File: src/rtl/tdc_pkg.sv
`timescale 1ns/1ps
package tdc_pkg;

    localparam int DEF_NUM_CH   = 32;
    localparam int DEF_NUM_BINS = 64;
    localparam int DEF_XING_W   = 8;

    // Readout word, most significant field first
    typedef struct packed {
        logic [7:0] xing;
        logic [2:0] pad_hi;
        logic [4:0] chan;
        logic       valid;
        logic [8:0] pad_lo;
        logic [5:0] bin;
    } tdc_word_t;

    function automatic tdc_word_t make_word(input logic [7:0] xing,
                                            input logic [4:0] chan,
                                            input logic       valid,
                                            input logic [5:0] bin);
        tdc_word_t w;
        w        = '0;
        w.xing   = xing;
        w.chan   = chan;
        w.valid  = valid;
        w.bin    = bin;
        return w;
    endfunction

endpackage

File: src/rtl/tdc_timebase.sv
`timescale 1ns/1ps
module tdc_timebase #(
    parameter int NUM_BINS = 64,
    parameter int XING_W   = 8,
    localparam int FINE_W  = $clog2(NUM_BINS)
) (
    input  logic              clk,
    input  logic              rst,
    input  logic              bx_strobe,
    output logic              xing_edge,
    output logic              xing_load,
    output logic [FINE_W-1:0] fine_cnt,
    output logic [XING_W-1:0] xing_cnt
);
    localparam logic [FINE_W-1:0] FINE_MAX = FINE_W'(NUM_BINS - 1);

    logic bx_q;
    logic started_q;

    assign xing_edge = bx_strobe & ~bx_q;
    assign xing_load = xing_edge & started_q;

    always_ff @(posedge clk) begin
        if (rst) begin
            bx_q      <= 1'b0;
            started_q <= 1'b0;
            fine_cnt  <= '0;
            xing_cnt  <= '0;
        end else begin
            bx_q <= bx_strobe;
            if (xing_edge) begin
                fine_cnt  <= '0;
                started_q <= 1'b1;
                if (started_q)
                    xing_cnt <= xing_cnt + XING_W'(1);
            end else if (fine_cnt != FINE_MAX) begin
                fine_cnt <= fine_cnt + FINE_W'(1);
            end
        end
    end
endmodule

File: src/rtl/tdc_channel.sv
`timescale 1ns/1ps
module tdc_channel #(
    parameter int FINE_W = 6
) (
    input  logic              clk,
    input  logic              rst,
    input  logic              restart,
    input  logic              hit,
    input  logic [FINE_W-1:0] fine,
    output logic              hit_seen,
    output logic [FINE_W-1:0] bin_out
);
    logic              hit_q;
    logic              seen_q;
    logic [FINE_W-1:0] bin_q;
    logic              rise;

    assign rise = hit & ~hit_q;

    always_ff @(posedge clk) begin
        if (rst) begin
            hit_q  <= 1'b0;
            seen_q <= 1'b0;
            bin_q  <= '0;
        end else begin
            hit_q <= hit;
            if (restart) begin
                seen_q <= 1'b0;
            end else if (rise && !seen_q) begin
                seen_q <= 1'b1;
                bin_q  <= fine;
            end
        end
    end

    assign hit_seen = seen_q;
    assign bin_out  = seen_q ? bin_q : '1;
endmodule

File: src/rtl/tdc_testpulse.sv
`timescale 1ns/1ps
module tdc_testpulse #(
    parameter int NUM_CH = 32,
    parameter int FINE_W = 6
) (
    input  logic              tp_enable,
    input  logic [NUM_CH-1:0] tp_mask,
    input  logic [FINE_W-1:0] tp_offset,
    input  logic [FINE_W-1:0] fine,
    output logic [NUM_CH-1:0] tp_pulse
);
    logic fire;

    assign fire     = tp_enable && (fine == tp_offset);
    assign tp_pulse = fire ? tp_mask : '0;
endmodule

File: src/rtl/tdc_readout.sv
`timescale 1ns/1ps
module tdc_readout
    import tdc_pkg::*;
#(
    parameter int NUM_CH   = 32,
    parameter int FINE_W   = 6,
    parameter int XING_W   = 8,
    localparam int IDX_W   = $clog2(NUM_CH)
) (
    input  logic                     clk,
    input  logic                     rst,
    input  logic                     load,
    input  logic [NUM_CH-1:0]        load_pend,
    input  logic [NUM_CH-1:0]        load_vld,
    input  logic [NUM_CH*FINE_W-1:0] load_bins,
    input  logic [XING_W-1:0]        load_xing,
    input  logic                     out_ready,
    output logic                     out_valid,
    output logic [31:0]              out_data
);
    logic [NUM_CH-1:0] pend_q;
    logic [NUM_CH-1:0] vld_q;
    logic [FINE_W-1:0] bin_q [NUM_CH];
    logic [XING_W-1:0] xing_q;
    logic [IDX_W-1:0]  sel;
    tdc_word_t         word;

    // Lowest pending channel wins
    always_comb begin
        sel = '0;
        for (int i = NUM_CH - 1; i >= 0; i--) begin
            if (pend_q[i])
                sel = IDX_W'(i);
        end
    end

    assign out_valid = |pend_q;

    always_ff @(posedge clk) begin
        if (rst) begin
            pend_q <= '0;
            vld_q  <= '0;
            xing_q <= '0;
            for (int i = 0; i < NUM_CH; i++)
                bin_q[i] <= '0;
        end else if (load) begin
            pend_q <= load_pend;
            vld_q  <= load_vld;
            xing_q <= load_xing;
            for (int i = 0; i < NUM_CH; i++)
                bin_q[i] <= load_bins[i*FINE_W +: FINE_W];
        end else if (out_valid && out_ready) begin
            pend_q[sel] <= 1'b0;
        end
    end

    assign word     = make_word(8'(xing_q), 5'(sel), vld_q[sel], 6'(bin_q[sel]));
    assign out_data = word;
endmodule

File: src/rtl/tdc_array.sv
`timescale 1ns/1ps
module tdc_array
    import tdc_pkg::*;
#(
    parameter int NUM_CH   = DEF_NUM_CH,
    parameter int NUM_BINS = DEF_NUM_BINS,
    parameter int XING_W   = DEF_XING_W,
    localparam int FINE_W  = $clog2(NUM_BINS)
) (
    input  logic              clk,
    input  logic              rst,
    input  logic              bx_strobe,
    input  logic [NUM_CH-1:0] hit_in,
    input  logic              emit_empty,
    input  logic              tp_enable,
    input  logic [NUM_CH-1:0] tp_mask,
    input  logic [FINE_W-1:0] tp_offset,
    input  logic              out_ready,
    output logic              out_valid,
    output logic [31:0]       out_data
);
    logic                     xing_edge;
    logic                     xing_load;
    logic [FINE_W-1:0]        fine_cnt;
    logic [XING_W-1:0]        xing_cnt;
    logic [NUM_CH-1:0]        tp_pulse;
    logic [NUM_CH-1:0]        seen_vec;
    logic [NUM_CH*FINE_W-1:0] bin_flat;
    logic [NUM_CH-1:0]        pend_next;

    tdc_timebase #(.NUM_BINS(NUM_BINS), .XING_W(XING_W)) u_tb (
        .clk      (clk),
        .rst      (rst),
        .bx_strobe(bx_strobe),
        .xing_edge(xing_edge),
        .xing_load(xing_load),
        .fine_cnt (fine_cnt),
        .xing_cnt (xing_cnt)
    );

    tdc_testpulse #(.NUM_CH(NUM_CH), .FINE_W(FINE_W)) u_tp (
        .tp_enable(tp_enable),
        .tp_mask  (tp_mask),
        .tp_offset(tp_offset),
        .fine     (fine_cnt),
        .tp_pulse (tp_pulse)
    );

    for (genvar g = 0; g < NUM_CH; g++) begin : g_ch
        tdc_channel #(.FINE_W(FINE_W)) u_ch (
            .clk     (clk),
            .rst     (rst),
            .restart (xing_edge),
            .hit     (hit_in[g] | tp_pulse[g]),
            .fine    (fine_cnt),
            .hit_seen(seen_vec[g]),
            .bin_out (bin_flat[g*FINE_W +: FINE_W])
        );
    end

    assign pend_next = emit_empty ? '1 : seen_vec;

    tdc_readout #(.NUM_CH(NUM_CH), .FINE_W(FINE_W), .XING_W(XING_W)) u_ro (
        .clk      (clk),
        .rst      (rst),
        .load     (xing_load),
        .load_pend(pend_next),
        .load_vld (seen_vec),
        .load_bins(bin_flat),
        .load_xing(xing_cnt),
        .out_ready(out_ready),
        .out_valid(out_valid),
        .out_data (out_data)
    );
endmodule

File: config.mk
export PLATFORM = sky130hd
export DESIGN_NAME = tdc_array
export DESIGN_NICKNAME = d
export VERILOG_FILES = /design/src/rtl/tdc_pkg.sv /design/src/rtl/tdc_timebase.sv /design/src/rtl/tdc_channel.sv /design/src/rtl/tdc_testpulse.sv /design/src/rtl/tdc_readout.sv /design/src/rtl/tdc_array.sv
export SDC_FILE = /design/constraint.sdc
export NUM_CORES = 1
export LEC_CHECK = 0
export ABC_AREA = 0
export BUFFER_PORTS_ARGS = -buffer_cell sky130_fd_sc_hd__buf_2
export CAP_MARGIN = 20
export CELL_PAD_IN_SITES_DETAIL_PLACEMENT = 1
export CELL_PAD_IN_SITES_GLOBAL_PLACEMENT = 2
export CORE_MARGIN = 5
export CORE_UTILIZATION = 43
export DETAILED_ROUTE_END_ITERATION = 8
export GPL_TIMING_DRIVEN = 1
export PLACE_DENSITY_LB_ADDON = 0.1
export SLEW_MARGIN = 10
export SYNTH_ARGS = -nofsm -noshare
export SYNTH_HDL_FRONTEND = slang
export SYNTH_SLANG_ARGS = --single-unit
File: constraint.sdc
create_clock -name clk -period 12 [get_ports clk]
set_clock_uncertainty 0.05 [all_clocks]
set_input_delay 1.2 -clock clk [delete_from_list [all_inputs] [get_ports clk]]
set_output_delay 1.2 -clock clk [all_outputs]
set_load 0.01 [all_outputs]
Yosys cells after proc, flatten, opt, wreduce, memory -nomap -nowiden:

Memory sizes are Yosys's and may differ from the RTL's.
Cells that the tools add are included.

* logic and storage cells: 456
* flip-flop bits (word level): 344
* output and inout port bits: 33
* RAM bits: 192
* memories: 1

Memory list
* u_ro.bin_q: depth 32, width 6, rd ports 1, clocked after Yosys merged registers in 0, wr ports 32, line tdc_readout.sv:23 `logic [FINE_W-1:0] bin_q [NUM_CH];`

* equality and inequality tests: 2
* add/sub/neg operators: 2
* multiplexer cells: 109
* reductions and logical operators: 103
* order comparisons: 2
* bitwise operators: 134

Operators by type and width (count)
* 2-to-1 mux 6 bit: 64
* 2-to-1 mux 5 bit: 32
* 2-to-1 mux 32 bit: 4
* AND reduction 2 bit: 33
* bitwise OR 1 bit: 64
* logical AND 1 bit: 35
* bitwise AND 1 bit: 34
* NOT 1 bit: 34
* bitwise AND 32 bit: 1
* logical NOT 1 bit: 32
* NOT 32 bit: 1
* OR reduction 32 bit: 1
* adder 8 x 1 -> 8 bit, second input constant: 1
* 2-to-1 mux 1 bit: 7
* adder 6 x 1 -> 6 bit, second input constant: 1
* equality test 6 bit: 1
* < comparator 5 x 6 -> 1 bit, second input constant: 1
* != test 6 bit, second input constant: 1
* binary-select mux 1 bit (select 5 bit): 1
* demux 1 bit (select 5 bit): 1
* greater-or-equal comparator 5 x 1 -> 1 bit, second input constant: 1
* nonzero test 2 bit: 1
* OR reduction 2 bit: 1

Longest topological paths before layout:

Gate-level depths: netlist of run 1.

* word-level depth: 40
* depth in mapped cells: 12
* depth with buffers taken out: 10

Hierarchy:

From an unflattened synthesis of run 1, not the netlist that was laid out.

* cells, all modules: 2615
* area total of the unflattened synthesis: 27107.2 um^2

Modules (own cells, without submodules)
* tdc_readout: cells each 1168, area each 12788.5 um^2, times used 1
* tdc_channel: cells each 38, area each 391.6 um^2, times used 32
* tdc_timebase: cells each 80, area each 710.7 um^2, times used 1
* tdc_testpulse: cells each 84, area each 641.9 um^2, times used 1
* tdc_array: cells each 67, area each 434.2 um^2, times used 1

Worst setup path before layout of run 1:

Ideal clock, no wire load.

* path kind: input port to flip-flop
* start point: in rst
* end point: mem u_ro.bin_q[0][0], enable pin
* buffers on the path: 2
* cell stages on the path: 3
* library setup time: 0.586 ns
* arrival time: 6.333 ns
* required time: 11.364 ns
* setup slack: 5.031 ns
* cell sequence: clkbuf_1 clkbuf_1 nand2b_1

RTL lines
* start: declaration: line tdc_array.sv:11 `input logic rst,`
* end: declaration: line tdc_readout.sv:23

Final worst setup path of run 1:

* start point: reg u_ro.pend_q[6]
* end point: out out_data[4]

* cells in the longest elaborated chain, start to end: 8

Ends and longest elaborated chain
* start: declaration: line tdc_readout.sv:21 `logic [NUM_CH-1:0] pend_q;`
* start signal: assignment: line tdc_readout.sv:47 `pend_q <= load_pend;`
* 2-to-1 mux 5 bit (7 in a row): line tdc_readout.sv:32 `if (pend_q[i])`
* memory read (32 x 6 bit)
* end: declaration: line tdc_array.sv:20 `output logic [31:0] out_data`

Every way passes these cells.

==> results of run 1 <==
area by class of cell:
type                       instances  area (sq um)
fill                            5823         27600
sequential                       536         12700
multi-input combinational       1378          8990
clock buffer                      87          1790
tap                              696           871
inverter                         199           747
timing repair buffer             122           686
clock inverter                    22           186
logic make-up after synthesis:
family,share of synthesized area [%]
xor gates and xnor gates,0.569
DFF,54.8
and+or+nand+nor,12.5
buffers and inverters,6.69
muxes,13.2
AOI/OAI and AO/OA,12.1
adders and majority gates,0.108
other,0.0162
cell usage in the layout, fill, tap and decap left out, types with 6 or more instances in the layout:
| cell type | instances |
|---|---|
| o21a_1 | 34 |
| clkbuf_1 | 12 |
| a21oi_1 | 309 |
| clkbuf_16 | 63 |
| clkbuf_8 | 12 |
| nor4_4 | 31 |
| mux2i_1 | 271 |
| mux2_2 | 24 |
| dfxtp_2 | 6 |
| nor3_1 | 19 |
| buf_4 | 26 |
| nor4_1 | 14 |
| nand3_1 | 20 |
| clkinv_1 | 6 |
| mux2_1 | 6 |
| inv_1 | 197 |
| nor2_1 | 297 |
| edfxtp_1 | 192 |
| conb_1 | 12 |
| o22ai_1 | 17 |
| o21ai_0 | 66 |
| nand2_1 | 140 |
| a221oi_1 | 31 |
| dfxtp_1 | 338 |
| xor2_1 | 9 |
| clkinv_2 | 12 |
| xnor2_1 | 6 |
| buf_2 | 95 |
per-layer routing:
metal,global-route usage [%],vias to the layer above
met3,4.01,117
met1,32.5,8427
li1,-,7860
met4,8.46,4
met5,0,-
met2,38.1,260
how the worst min path moves through the flow:
stage | slack, ns | startpoint | end | depth (start not counted)
final | 0.40 | u_ro.xing_q[4] | u_ro.xing_q[4] | 2
after global routing | 0.42 | u_ro.xing_q[4] | u_ro.xing_q[4] | 2
after CTS | 0.40 | u_ro.xing_q[4] | u_ro.xing_q[4] | 2
after floorplan | 0.38 | u_ro.vld_q[11] | u_ro.vld_q[11] | 2
after global placement | 0.39 | u_ro.xing_q[4] | u_ro.xing_q[4] | 2
after detailed placement | 0.39 | u_ro.xing_q[4] | u_ro.xing_q[4] | 2
worst register-to-register path, cell delays in order (launching register included):
cell and delay, ns:
dfxtp_1 0.42, nor2_1 0.11, a2111oi_4 0.39, nand3b_1 0.14, a311oi_1 0.36, a211o_4 0.50, buf_4 0.57, inv_1 0.25
nor3_2 0.72, a221oi_1 0.22
cells in the mapped netlist (all sizes together), types with 17 or more instances:
library cell,number
inv,198
buf,79
nor3,23
a221oi,31
o21a,34
nand3,20
o21ai,67
o22ai,17
edfxtp,192
nor4,48
nor2,299
mux2,30
clkbuf,99
mux2i,271
nand2,143
a21oi,310
dfxtp,344
flip-flops by register name (all words and copies together) (netlist names):
| signal | count |
|---|---|
| u_ro.vld_q | 32 |
| u_tb.xing_cnt | 8 |
| u_tb.started_q | 1 |
| g_ch.u_ch.bin_q | 192 |
| u_tb.fine_cnt | 6 |
| u_ro.pend_q | 32 |
| u_tb.bx_q | 1 |
| g_ch.u_ch.hit_seen | 32 |
| u_ro.bin_q | 192 |
| g_ch.u_ch.hit_q | 32 |
| u_ro.xing_q | 8 |
power breakdown:
group,total [mW],internal (mW),switching (mW)
logic,0.663,0.219,0.443
registers,2.03,1.96,0.0685
clock network,1.84,1.09,0.751
stage by stage:
step	instance area [sq um]	setup slack, ns	power, mW	util [%]
after global routing	25900	5.92	4.70	48.5
after floorplan	23100	5.03	2.50	-
after detailed placement	24000	6.77	2.74	44.8
final	25900	6.05	4.54	48.5
after CTS	25900	6.09	4.58	48.5
after global placement	24000	6.65	2.73	44.8
==> report_table.html, run 1 <==
<table>
<tr><th>Metric</th><th>Value</th></tr>
<tr><th colspan="2">Outcome</th></tr>
<tr><td>Outcome</td><td>complete, no violations</td></tr>
<tr><th colspan="2">Yosys</th></tr>
<tr><td>Post-synth cell types</td><td>62</td></tr>
<tr><td>Post-synth design cell area</td><td>23,100 sq um</td></tr>
<tr><td>#FFs+latches synth</td><td>about 540</td></tr>
<tr><td>Yosys warning count</td><td>0</td></tr>
<tr><td>Area contributors post-synth</td><td>dfxtp_1 30%, edfxtp_1 25%, mux2i_1 12%, a21oi_1 6.7%, nor2_1 4.8%</td></tr>
<tr><td>Synthesized area per cell</td><td>10.1 sq um</td></tr>
<tr><td>Proportion of netlist area held by the largest area contributor</td><td>slightly below 30%</td></tr>
<tr><td>Post-synth ARST share</td><td>0%</td></tr>
<tr><td>Library cell with the largest summed area after synthesis</td><td>dfxtp_1</td></tr>
<tr><td>Post-synth EDFFs</td><td>between 150 and 200</td></tr>
<tr><td>Seq/Total Area, Yosys</td><td>54.8%</td></tr>
<tr><td>Post-Synthesis Cells</td><td>2,280</td></tr>
<tr><td>Flip-flop cell with the highest count after synthesis</td><td>dfxtp_1</td></tr>
<tr><th colspan="2">Global routing</th></tr>
<tr><td>Aggregate global routing overflow</td><td>0</td></tr>
<tr><td>Wire length of the first global-routing pass</td><td>between 100,000 and 150,000 um</td></tr>
<tr><td>Via count of the first global-routing pass</td><td>17,366</td></tr>
<tr><td>Maximum number of pins on one net before global-route repair</td><td>106</td></tr>
<tr><td>Total Routing Usage GR</td><td>23.7%</td></tr>
<tr><td>Antenna violations before repair</td><td>2</td></tr>
<tr><th colspan="2">Finish</th></tr>
<tr><td>Layout area overhead</td><td>12.3%</td></tr>
<tr><td>Share of layout cells above drive strength 1</td><td>12.8%</td></tr>
<tr><td>Layout Cells excl Fill</td><td>3,040</td></tr>
<tr><td>Number of antenna diodes</td><td>0</td></tr>
<tr><td>Net count reported at finish</td><td>2,373</td></tr>
<tr><th colspan="2">Routing</th></tr>
<tr><td>Routed wire length per instance</td><td>approximately 23 um</td></tr>
<tr><td>Initial drt markers</td><td>1,011</td></tr>
<tr><td>Total via count in the routed design</td><td>16,668</td></tr>
<tr><td>Routed length on met1</td><td>33,100 um</td></tr>
<tr><td>Total routed wirelength</td><td>71,000 um</td></tr>
<tr><td>Via-to-Cell Ratio</td><td>5.48</td></tr>
<tr><td>DRT antenna net count</td><td>0</td></tr>
<tr><td>DR WL met3</td><td>2780 um</td></tr>
<tr><td>Length of routed met2 wiring</td><td>roughly 32,000 um</td></tr>
<tr><td>Highest metal used</td><td>met5</td></tr>
<tr><td>Remaining routing DRC violations</td><td>0</td></tr>
<tr><td>Detailed-routing iteration count for the pre-antenna-repair pass</td><td>5</td></tr>
<tr><th colspan="2">Clock network</th></tr>
<tr><td>Clock buffers created by TritonCTS</td><td>58</td></tr>
<tr><td>Clock Pin Slew Worst Setup and Hold Paths</td><td>0.06 ns</td></tr>
<tr><td>Clock net sink count</td><td>between 500 and 600</td></tr>
<tr><td>H-tree levels</td><td>2</td></tr>
<tr><td>Setup Buffers After CTS</td><td>0</td></tr>
<tr><td>Worst skew pair latency</td><td>0.61 ns</td></tr>
<tr><td>Max clock buf depth</td><td>3</td></tr>
<tr><td>Post-cts gate resize count</td><td>0</td></tr>
<tr><td>Clock tree from TritonCTS</td><td>done</td></tr>
<tr><td>Root buffer cell</td><td>clkbuf_16</td></tr>
<tr><td># hold bufs at CTS</td><td>0</td></tr>
<tr><th colspan="2">Worst setup path</th></tr>
<tr><td>Reg-to-reg setup timing slack</td><td>8.10 ns</td></tr>
<tr><td>Worst setup path endpoint</td><td>out_data[4]</td></tr>
<tr><td>Required time worst endpoint</td><td>10.75 ns</td></tr>
<tr><td>CP max FO</td><td>60</td></tr>
<tr><td>Critical-path top delay cell</td><td>buf_4</td></tr>
<tr><td>Critical path cell sequence</td><td>nor2_1 -&gt; a2111oi_4 -&gt; nand3_1 -&gt; o211ai_4 -&gt; buf_4 -&gt; mux2_1 -&gt; o21ai_0 -&gt; a21oi_1 -&gt; nor4_1 -&gt; o211ai_1 -&gt; buf_2</td></tr>
<tr><td>CP Data Arrival Time</td><td>4.70 ns</td></tr>
<tr><td>Destination of the worst register-to-register timing path</td><td>u_ro.pend_q[8]</td></tr>
<tr><td>First element of the critical path</td><td>u_ro.pend_q[6]</td></tr>
<tr><td>Category of the worst setup path capture point</td><td>output port</td></tr>
<tr><td>Delay of the slowest cell on the worst path</td><td>0.83 ns</td></tr>
<tr><td>Kind of cell with the highest combined delay on the critical path</td><td>compound AO/OA/AOI/OAI gates</td></tr>
<tr><td>Combined buffer and inverter count along the critical path</td><td>2</td></tr>
<tr><td>Levels on crit path</td><td>11</td></tr>
<tr><td>Startpoint of the lowest-slack register-to-register path</td><td>u_ro.pend_q[24]</td></tr>
<tr><td>Worst setup path class</td><td>reg2out</td></tr>
<tr><td>CP startpoint kind</td><td>register</td></tr>
<tr><td>Worst Reg-to-Reg Cells</td><td>9</td></tr>
<tr><th colspan="2">Placement</th></tr>
<tr><td>Number of cells after detailed placement</td><td>2,931</td></tr>
<tr><td>RD Place Congestion</td><td>0.879</td></tr>
<tr><td>Final HPWL from detailed placement</td><td>46,000 um</td></tr>
<tr><td>Port Buffer Count</td><td>96</td></tr>
<tr><th colspan="2">Pwr</th></tr>
<tr><td>Areal power density over the cells</td><td>175 nW/um^2</td></tr>
<tr><td>IR drop worst, VDD</td><td>0.000106 V</td></tr>
<tr><td>LEAKAGE</td><td>9.47 nW</td></tr>
<tr><th colspan="2">Min path</th></tr>
<tr><td>Classification of the worst-slack hold path</td><td>reg2reg</td></tr>
<tr><th colspan="2">Floorplan</th></tr>
<tr><td>Row cnt</td><td>85</td></tr>
<tr><td>Starting Density</td><td>43.2%</td></tr>
<tr><td>Core area</td><td>53,500 sq um</td></tr>
<tr><td>Vertical extent of the die</td><td>242 um</td></tr>
<tr><td>Ports placed on the boundary</td><td>109</td></tr>
<tr><td>Area enclosed by the die boundary</td><td>58,400 sq um</td></tr>
<tr><td>Horizontal extent of the die</td><td>242 um</td></tr>
<tr><th colspan="2">Timing</th></tr>
<tr><td>Count of final setup violators</td><td>0</td></tr>
<tr><td>Final clock period utilization by the worst path</td><td>49.6%</td></tr>
<tr><td>Transition time at the pin with the least slew margin</td><td>roughly 1.1 ns</td></tr>
<tr><td>Max-slew violation total from the final report</td><td>0</td></tr>
<tr><td>Maximum frequency from static timing analysis</td><td>approximately 170 MHz</td></tr>
<tr><td>Count of final hold-check violations</td><td>0</td></tr>
<tr><td>Setup repair after global routing missed its margin</td><td>false</td></tr>
<tr><td>Worst hold slack</td><td>0.398 ns</td></tr>
<tr><td>Minimum clock period after layout</td><td>5.95 ns</td></tr>
<tr><td>Worst rel slew slack</td><td>28.2%</td></tr>
<tr><td>Summed negative setup slack over all endpoints</td><td>0 ns</td></tr>
<tr><th colspan="2">Job</th></tr>
<tr><td>Max capacitance violation total</td><td>0</td></tr>
</table>
Power figures use the tool's default switching activity.
==> run 2, diff against run 1 <==
--- a/config.mk
+++ b/config.mk
@@ -11,7 +11,7 @@
 export CELL_PAD_IN_SITES_DETAIL_PLACEMENT = 1
 export CELL_PAD_IN_SITES_GLOBAL_PLACEMENT = 2
 export CORE_MARGIN = 5
-export CORE_UTILIZATION = 43
+export CORE_UTILIZATION = 36
 export DETAILED_ROUTE_END_ITERATION = 8
 export GPL_TIMING_DRIVEN = 1
 export PLACE_DENSITY_LB_ADDON = 0.1
==> constraint.sdc (replaced) <==
create_clock -name clk -period 5.35 [get_ports clk]
set_clock_uncertainty 0.05 [all_clocks]
set_input_delay 0.535 -clock clk [delete_from_list [all_inputs] [get_ports clk]]
set_output_delay 0.535 -clock clk [all_outputs]
set_load 0.01 [all_outputs]
==> report_table.html, run 2 (synthesis gave the netlist of run 1 again) <==
<table>
<tr><th>Metric</th><th>Value</th></tr>
<tr><th colspan="2">Finish</th></tr>
<tr><td>Layout area overhead</td><td>13.7%</td></tr>
<tr><td>Net count reported at finish</td><td>2,385 (+0.51%)</td></tr>
<tr><td>Number of fill cells in the layout</td><td>7,002 (+20%)</td></tr>
<tr><td>Highest-count cells in the layout ignoring fill and taps</td><td>338 x dfxtp_1, 309 x a21oi_1, 297 x nor2_1</td></tr>
<tr><td>Most frequent standard cell in the layout excluding fill and tap cells</td><td>dfxtp_1</td></tr>
<tr><td>Multi-input gate area in the final layout</td><td>8990 sq um (unchanged)</td></tr>
<tr><td>Biggest registers after layout</td><td>g_ch.u_ch.bin_q x192, u_ro.bin_q x192</td></tr>
<tr><td>Number of antenna diodes</td><td>0 (unchanged)</td></tr>
<tr><td>Layout Cells excl Fill</td><td>3,202 (+5.3%)</td></tr>
<tr><td>Share of layout cells above drive strength 1</td><td>13.1% (+0.27 points)</td></tr>
<tr><td>Final core area utilization</td><td>41.4% (-7.0 points)</td></tr>
<tr><td>Combined flip-flop and latch cell area</td><td>12,700 sq um (unchanged)</td></tr>
<tr><th colspan="2">Placement</th></tr>
<tr><td>Port Buffer Count</td><td>96 (unchanged)</td></tr>
<tr><td>Number of cells after detailed placement</td><td>3,090 (+5.4%)</td></tr>
<tr><td>Final HPWL from detailed placement</td><td>48,100 um (+4.7%)</td></tr>
<tr><td>RD Place Congestion</td><td>0.867 (-1.4%)</td></tr>
<tr><th colspan="2">Clock network</th></tr>
<tr><td>Worst skew pair latency</td><td>0.61 ns (about the same)</td></tr>
<tr><td>Root buffer cell</td><td>clkbuf_16</td></tr>
<tr><td>Setup Buffers After CTS</td><td>0 (unchanged)</td></tr>
<tr><td>Clock net sink count</td><td>536 (unchanged)</td></tr>
<tr><td># hold bufs at CTS</td><td>0 (unchanged)</td></tr>
<tr><td>Clock tree from TritonCTS</td><td>done</td></tr>
<tr><td>Clock buffers created by TritonCTS</td><td>60 (+3.4%)</td></tr>
<tr><td>Max clock buf depth</td><td>3 (unchanged)</td></tr>
<tr><td>Post-cts gate resize count</td><td>0 (unchanged)</td></tr>
<tr><td>H-tree levels</td><td>2 (unchanged)</td></tr>
<tr><td>Clock Pin Slew Worst Setup and Hold Paths</td><td>0.06 ns (about the same)</td></tr>
<tr><th colspan="2">Floorplan</th></tr>
<tr><td>Horizontal extent of the die</td><td>263 um (+8.9%)</td></tr>
<tr><td>Row cnt</td><td>92 (+8.2%)</td></tr>
<tr><td>Vertical extent of the die</td><td>263 um (+8.9%)</td></tr>
<tr><td>Core area</td><td>63,300 sq um (+18%)</td></tr>
<tr><td>Area enclosed by the die boundary</td><td>69,300 sq um (+19%)</td></tr>
<tr><td>Ports placed on the boundary</td><td>109 (unchanged)</td></tr>
<tr><td>Starting Density</td><td>36.5% (-6.7 points)</td></tr>
<tr><th colspan="2">Worst setup path</th></tr>
<tr><td>CP startpoint kind</td><td>register</td></tr>
<tr><td>CP max FO</td><td>12 (-80%)</td></tr>
<tr><td>Worst setup path class</td><td>reg2out</td></tr>
<tr><td>Required time worst endpoint</td><td>4.76 ns (-5.99 ns)</td></tr>
<tr><td>Reg-to-reg setup timing slack</td><td>1.69 ns (-6.41 ns)</td></tr>
<tr><td>Category of the worst setup path capture point</td><td>output port</td></tr>
<tr><td>CP Data Arrival Time</td><td>4.37 ns (-0.33 ns)</td></tr>
<tr><th colspan="2">Pwr</th></tr>
<tr><td>Post-route total power</td><td>10.2 mW (+130%)</td></tr>
<tr><td>Proportion of power drawn by flip-flops and latches</td><td>44.6% (-0.2 points)</td></tr>
<tr><td>Proportion of power drawn by combinational gates</td><td>15.0% (+0.4 points)</td></tr>
<tr><td>Net load switching power</td><td>2.88 mW (+130%)</td></tr>
<tr><td>LEAKAGE</td><td>9.52 nW (+0.49%)</td></tr>
<tr><td>Proportion of total power due to net switching</td><td>28.2% (+0.31 points)</td></tr>
<tr><td>Areal power density over the cells</td><td>390 nW/um^2 (+120%)</td></tr>
<tr><td>IR drop worst, VDD</td><td>0.000262 V (+150%)</td></tr>
<tr><td>Part of the total power dissipated in the clock network</td><td>40.4% (-0.2 points)</td></tr>
<tr><td>Int Pwr</td><td>7.35 mW (+120%)</td></tr>
<tr><th colspan="2">Timing</th></tr>
<tr><td>Maximum frequency from static timing analysis</td><td>202 MHz</td></tr>
<tr><td>Final clock period utilization by the worst path</td><td>92.7%</td></tr>
<tr><td>Setup repair after global routing missed its margin</td><td>false</td></tr>
<tr><td>Worst rel slew slack</td><td>33.6% (+5.4 points)</td></tr>
<tr><td>Count of final hold-check violations</td><td>0 (unchanged)</td></tr>
<tr><td>Minimum clock period after layout</td><td>4.96 ns</td></tr>
<tr><td>Max-slew violation total from the final report</td><td>0 (unchanged)</td></tr>
<tr><td>Transition time at the pin with the least slew margin</td><td>0.988 ns (-0.0799 ns)</td></tr>
<tr><td>Count of final setup violators</td><td>0 (unchanged)</td></tr>
<tr><td>Summed negative setup slack over all endpoints</td><td>0 ns (unchanged)</td></tr>
<tr><th colspan="2">Global routing</th></tr>
<tr><td>Antenna violations before repair</td><td>1 (-1)</td></tr>
<tr><td>Via count of the first global-routing pass</td><td>17,341 (-0.14%)</td></tr>
<tr><td>Aggregate global routing overflow</td><td>0 (unchanged)</td></tr>
<tr><td>Maximum number of pins on one net before global-route repair</td><td>78 (-26%)</td></tr>
<tr><td>Total Routing Usage GR</td><td>20.4% (-3.3 points)</td></tr>
<tr><td>Wire length of the first global-routing pass</td><td>111,000 um (+2.4%)</td></tr>
<tr><th colspan="2">Routing</th></tr>
<tr><td>Total via count in the routed design</td><td>16,661 (-0.042%)</td></tr>
<tr><td>Via-to-Cell Ratio</td><td>5.20 (-5.1%)</td></tr>
<tr><td>Initial drt markers</td><td>992 (-1.9%)</td></tr>
<tr><td>DRT antenna net count</td><td>0 (unchanged)</td></tr>
<tr><td>Remaining routing DRC violations</td><td>0 (unchanged)</td></tr>
<tr><td>Total routed wirelength</td><td>72,500 um (+2.1%)</td></tr>
<tr><td>Detailed-routing iteration count for the pre-antenna-repair pass</td><td>5 (unchanged)</td></tr>
<tr><td>Routed wire length per instance</td><td>22.6 um (-3.1%)</td></tr>
<tr><th colspan="2">Min path</th></tr>
<tr><td>Classification of the worst-slack hold path</td><td>in2reg</td></tr>
<tr><th colspan="2">Job</th></tr>
<tr><td>Max capacitance violation total</td><td>0 (unchanged)</td></tr>
<tr><th colspan="2">Outcome</th></tr>
<tr><td>Outcome</td><td>complete, no violations</td></tr>
</table>
==> run 2: cell types whose count changed in the layout (fill, tap and decap cells not counted), sizes merged <==
cell and change:
clkbuf -3, bufinv +1, buf +10, clkinvlp +4
==> run 2: through the flow <==
| stage | worst slack, ns | cell area (sq um) | hold slack (ns) |
|---|---|---|---|
| after floorplan | 1.22 | 23100 | 0.382 |
| after global placement | 1.17 | 24200 | 0.391 |
| after detailed placement | 1.10 | 24300 | 0.397 |
| after CTS | 0.419 | 26200 | 0.0722 |
| after global routing | 0.156 | 26200 | 0.122 |
| final | 0.391 | 26200 | 0.107 |
==> run 2: final cells by class <==
class | count | share of cell area, %
repair buffers | 132 | 3.11
flip-flops and latches | 536 | 48.2
multi-input cells | 1378 | 34.3
well taps | 846 | 4.03
inverters | 199 | 2.85
clock buffers | 84 | 6.58
clock inverters | 27 | 0.915
==> run 2: final timing paths <==
check,depth (start not counted),endpoint,start
setup reg to reg,8,u_ro.pend_q[4],u_ro.pend_q[24]
setup / recovery,12,out_data[15],u_ro.pend_q[6]
hold / removal,2,u_tb.bx_q,bx_strobe
hold reg to reg,2,u_ro.vld_q[18],u_ro.vld_q[18]
==> run 2: per-layer routing <==
metal / track usage (%) / wire length, um / share of wire [%]
met5: 0 / 13 / 0.018
met1: 28.6 / 34200 / 47
met4: 4.02 / 1200 / 1.7
met2: 34.3 / 35000 / 48
met3: 2.50 / 2060 / 2.8
==> run 2: worst max-delay path, cell delays in order (launching register included) <==
cell and delay [ns]:
dfxtp_1 0.44, nor2_1 0.12, a2111oi_4 0.38, nand3_1 0.18, o211ai_4 0.64, buf_4 0.35, buf_4 0.22, mux2_2 0.36
o21ai_1 0.12, a21oi_1 0.07, nor4_1 0.37, nand3_1 0.29, buf_2 0.23
==> run 2: power by group through the flow <==
stage                     registers [mW]  clock network (mW)  logic (mW)
after global routing                4.58                4.38        1.63
after global placement              4.65                   0        1.52
after detailed placement            4.65                   0        1.53
after CTS                           4.57                4.24        1.54
after floorplan                     4.55                   0        1.04
final                               4.56                4.14        1.53
==> run 3, diff against run 2 <==
--- a/config.mk
+++ b/config.mk
@@ -14,7 +14,7 @@
 export CORE_UTILIZATION = 36
 export DETAILED_ROUTE_END_ITERATION = 8
 export GPL_TIMING_DRIVEN = 1
-export PLACE_DENSITY_LB_ADDON = 0.1
+export PLACE_DENSITY_LB_ADDON = 0.25
 export SLEW_MARGIN = 10
 export SYNTH_ARGS = -nofsm -noshare
 export SYNTH_HDL_FRONTEND = slang
==> report_table.html, run 3 (synthesis gave the netlist of run 1 again) <==
<table>
<tr><th>Metric</th><th>Value</th></tr>
<tr><th colspan="2">Pwr</th></tr>
<tr><td>Int Pwr</td><td>7.51 mW (+2.2%)</td></tr>
<tr><td>Areal power density over the cells</td><td>394 nW/um^2 (+1.1%)</td></tr>
<tr><td>Part of the total power dissipated in the clock network</td><td>41.3% (+0.9 points)</td></tr>
<tr><td>IR drop worst, VDD</td><td>0.000293 V (+11%)</td></tr>
<tr><td>LEAKAGE</td><td>9.53 nW (+0.15%)</td></tr>
<tr><td>Net load switching power</td><td>2.84 mW (-1.3%)</td></tr>
<tr><td>Proportion of power drawn by flip-flops and latches</td><td>44.1% (-0.5 points)</td></tr>
<tr><td>Proportion of power drawn by combinational gates</td><td>14.5% (-0.5 points)</td></tr>
<tr><td>Proportion of total power due to net switching</td><td>27.4% (-0.71 points)</td></tr>
<tr><td>Post-route total power</td><td>10.4 mW (+1.2%)</td></tr>
<tr><th colspan="2">Floorplan</th></tr>
<tr><td>Vertical extent of the die</td><td>263 um (unchanged)</td></tr>
<tr><td>Core area</td><td>63,300 sq um (unchanged)</td></tr>
<tr><td>Horizontal extent of the die</td><td>263 um (unchanged)</td></tr>
<tr><td>Area enclosed by the die boundary</td><td>69,300 sq um (unchanged)</td></tr>
<tr><td>Row cnt</td><td>92 (unchanged)</td></tr>
<tr><td>Starting Density</td><td>36.5% (unchanged)</td></tr>
<tr><td>Ports placed on the boundary</td><td>109 (unchanged)</td></tr>
<tr><th colspan="2">Worst setup path</th></tr>
<tr><td>Category of the worst setup path capture point</td><td>output port</td></tr>
<tr><td>Worst setup path class</td><td>reg2out</td></tr>
<tr><td>Combined buffer and inverter count along the critical path</td><td>2 (-1)</td></tr>
<tr><td>Required time worst endpoint</td><td>4.76 ns (about the same)</td></tr>
<tr><td>Delay of the slowest cell on the worst path</td><td>0.60 ns (-0.04 ns)</td></tr>
<tr><td>Kind of cell with the highest combined delay on the critical path</td><td>compound AO/OA/AOI/OAI gates</td></tr>
<tr><td>Critical-path top delay cell</td><td>a211o_4</td></tr>
<tr><td>CP max FO</td><td>31 (+19)</td></tr>
<tr><td>CP Data Arrival Time</td><td>4.35 ns (-0.02 ns)</td></tr>
<tr><td>CP startpoint kind</td><td>register</td></tr>
<tr><td>Critical path cell sequence</td><td>nor2_1 -&gt; a2111oi_4 -&gt; nand3b_1 -&gt; a311oi_1 -&gt; a211o_4 -&gt; buf_4 -&gt; mux2i_1 -&gt; a21oi_1 -&gt; nor3_1 -&gt; nand3_1 -&gt; buf_2</td></tr>
<tr><th colspan="2">Routing</th></tr>
<tr><td>Total via count in the routed design</td><td>16,624 (-0.22%)</td></tr>
<tr><td>Detailed-routing iteration count for the pre-antenna-repair pass</td><td>5 (unchanged)</td></tr>
<tr><td>Initial drt markers</td><td>1,219 (+23%)</td></tr>
<tr><td>Total routed wirelength</td><td>72,400 um (-0.15%)</td></tr>
<tr><td>DRT antenna net count</td><td>0 (unchanged)</td></tr>
<tr><td>Routed wire length per instance</td><td>22.7 um (about the same)</td></tr>
<tr><td>Via-to-Cell Ratio</td><td>5.20 (about the same)</td></tr>
<tr><td>Remaining routing DRC violations</td><td>0 (unchanged)</td></tr>
<tr><th colspan="2">Clock network</th></tr>
<tr><td>Root buffer cell</td><td>clkbuf_16</td></tr>
<tr><td># hold bufs at CTS</td><td>0 (unchanged)</td></tr>
<tr><td>Max clock buf depth</td><td>3 (unchanged)</td></tr>
<tr><td>Clock net sink count</td><td>536 (unchanged)</td></tr>
<tr><td>Worst skew pair latency</td><td>0.62 ns (about the same)</td></tr>
<tr><td>Clock buffers created by TritonCTS</td><td>59 (-1.7%)</td></tr>
<tr><td>Clock Pin Slew Worst Setup and Hold Paths</td><td>0.06 ns (about the same)</td></tr>
<tr><td>Clock tree from TritonCTS</td><td>done</td></tr>
<tr><td>Setup Buffers After CTS</td><td>0 (unchanged)</td></tr>
<tr><td>H-tree levels</td><td>2 (unchanged)</td></tr>
<tr><td>Post-cts gate resize count</td><td>0 (unchanged)</td></tr>
<tr><th colspan="2">Timing</th></tr>
<tr><td>Setup repair after global routing missed its margin</td><td>false</td></tr>
<tr><td>Summed negative setup slack over all endpoints</td><td>0 ns (unchanged)</td></tr>
<tr><td>Max-slew violation total from the final report</td><td>0 (unchanged)</td></tr>
<tr><td>Count of final setup violators</td><td>0 (unchanged)</td></tr>
<tr><td>Final clock period utilization by the worst path</td><td>92.3% (-0.39 points)</td></tr>
<tr><td>Minimum clock period after layout</td><td>4.94 ns (-0.0208 ns)</td></tr>
<tr><td>Worst rel slew slack</td><td>26.8% (-6.8 points)</td></tr>
<tr><td>Worst path setup slack after routing</td><td>0.412 ns (+0.0208 ns)</td></tr>
<tr><td>Transition time at the pin with the least slew margin</td><td>1.10 ns (+0.110 ns)</td></tr>
<tr><td>Maximum frequency from static timing analysis</td><td>202 MHz (+0.42%)</td></tr>
<tr><td>Count of final hold-check violations</td><td>0 (unchanged)</td></tr>
<tr><th colspan="2">Job</th></tr>
<tr><td>Max capacitance violation total</td><td>0 (unchanged)</td></tr>
<tr><th colspan="2">Finish</th></tr>
<tr><td>Most frequent standard cell in the layout excluding fill and tap cells</td><td>dfxtp_1</td></tr>
<tr><td>Multi-input gate area in the final layout</td><td>8990 sq um (unchanged)</td></tr>
<tr><td>Layout area overhead</td><td>13.8%</td></tr>
<tr><td>Combined flip-flop and latch cell area</td><td>12,700 sq um (unchanged)</td></tr>
<tr><td>Biggest registers after layout</td><td>g_ch.u_ch.bin_q x192, u_ro.bin_q x192</td></tr>
<tr><td>Net count reported at finish</td><td>2,376 (-0.38%)</td></tr>
<tr><td>Number of antenna diodes</td><td>0 (unchanged)</td></tr>
<tr><td>Number of fill cells in the layout</td><td>7,068 (+0.94%)</td></tr>
<tr><td>Final core area utilization</td><td>41.5% (+0.063 points)</td></tr>
<tr><td>Highest-count cells in the layout ignoring fill and taps</td><td>338 x dfxtp_1, 309 x a21oi_1, 297 x nor2_1</td></tr>
<tr><td>Layout Cells excl Fill</td><td>3,195 (-0.22%)</td></tr>
<tr><td>Share of layout cells above drive strength 1</td><td>12.9% (-0.26 points)</td></tr>
<tr><th colspan="2">Global routing</th></tr>
<tr><td>Antenna violations before repair</td><td>0 (-1)</td></tr>
<tr><td>Wire length of the first global-routing pass</td><td>109,000 um (-1.1%)</td></tr>
<tr><td>Maximum number of pins on one net before global-route repair</td><td>208 (+170%)</td></tr>
<tr><td>Aggregate global routing overflow</td><td>0 (unchanged)</td></tr>
<tr><td>Total Routing Usage GR</td><td>20.2% (-0.20 points)</td></tr>
<tr><td>Via count of the first global-routing pass</td><td>17,230 (-0.64%)</td></tr>
<tr><th colspan="2">Placement</th></tr>
<tr><td>Port Buffer Count</td><td>96 (unchanged)</td></tr>
<tr><td>RD Place Congestion</td><td>0.906 (+4.6%)</td></tr>
<tr><td>Number of cells after detailed placement</td><td>3,083 (-0.23%)</td></tr>
<tr><td>Final HPWL from detailed placement</td><td>47,800 um (-0.60%)</td></tr>
<tr><td>Post-placement setup slack</td><td>1.08 ns (-0.0225 ns)</td></tr>
<tr><th colspan="2">Outcome</th></tr>
<tr><td>Outcome</td><td>complete, no violations</td></tr>
<tr><th colspan="2">Min path</th></tr>
<tr><td>Classification of the worst-slack hold path</td><td>in2reg</td></tr>
</table>
run 3: changes by cell type in the layout (fill, tap and decap cells not counted), moves of 3 or more:
cell and delta:
buf_4 -8, clkinvlp_4 -4, clkbuf_8 +5, clkinv_2 -4
clkinv_1 -3, clkbuf_1 +3, bufinv_16 +3
run 3: worst paths after layout:
path                    from                   to  slack (ns)  cells past startpoint
max          u_ro.pend_q[24]          out_data[0]        0.41                     11
min               hit_in[26]  g_ch[26].u_ch.hit_q        0.10                      3
max reg2reg   u_ro.pend_q[3]      u_ro.pend_q[13]        1.61                      8
min reg2reg   u_ro.xing_q[0]       u_ro.xing_q[0]        0.40                      2
run 3: layer usage:
layer	track usage (%)	routed length, um
met1	28.1	33800
met2	34.2	34800
met3	2.77	2880
met4	3.75	961
met5	0	0
run 3: final cells by class:
type                    count  area share [%]
flip-flops and latches    536            48.2
multi-input cells        1378            34.2
clock buffers              90            6.68
well taps                 846            4.03
repair buffers            124            2.90
inverters                 199            2.84
clock inverters            22            1.15
run 3: stage by stage:
stage / area, sq um / hold WS, ns
floorplan: 23100 / 0.382
CTS: 26300 / 0.0733
detailed placement: 24200 / 0.400
global route: 26300 / 0.0922
global placement: 24200 / 0.390
finish: 26300 / 0.105
run 3: power by group through the flow:
stage / Clock, mW / Combinational, mW / Sequential [mW]
3_5_place_dp: 0 / 1.51 / 4.66
3_3_place_gp: 0 / 1.49 / 4.66
6_report: 4.28 / 1.51 / 4.57
4_1_cts: 4.38 / 1.51 / 4.57
2_1_floorplan: 0 / 1.04 / 4.55
5_1_grt: 4.57 / 1.60 / 4.58
run 3: worst register-to-register path: cells and delay by family, from the launching register on:
kind	cells	cell delay [ns]
AO/OA/AOI/OAI	2	0.40
buffers and inverters	1	0.77
flip-flops	1	0.37
AND/OR/NAND/NOR	5	1.98
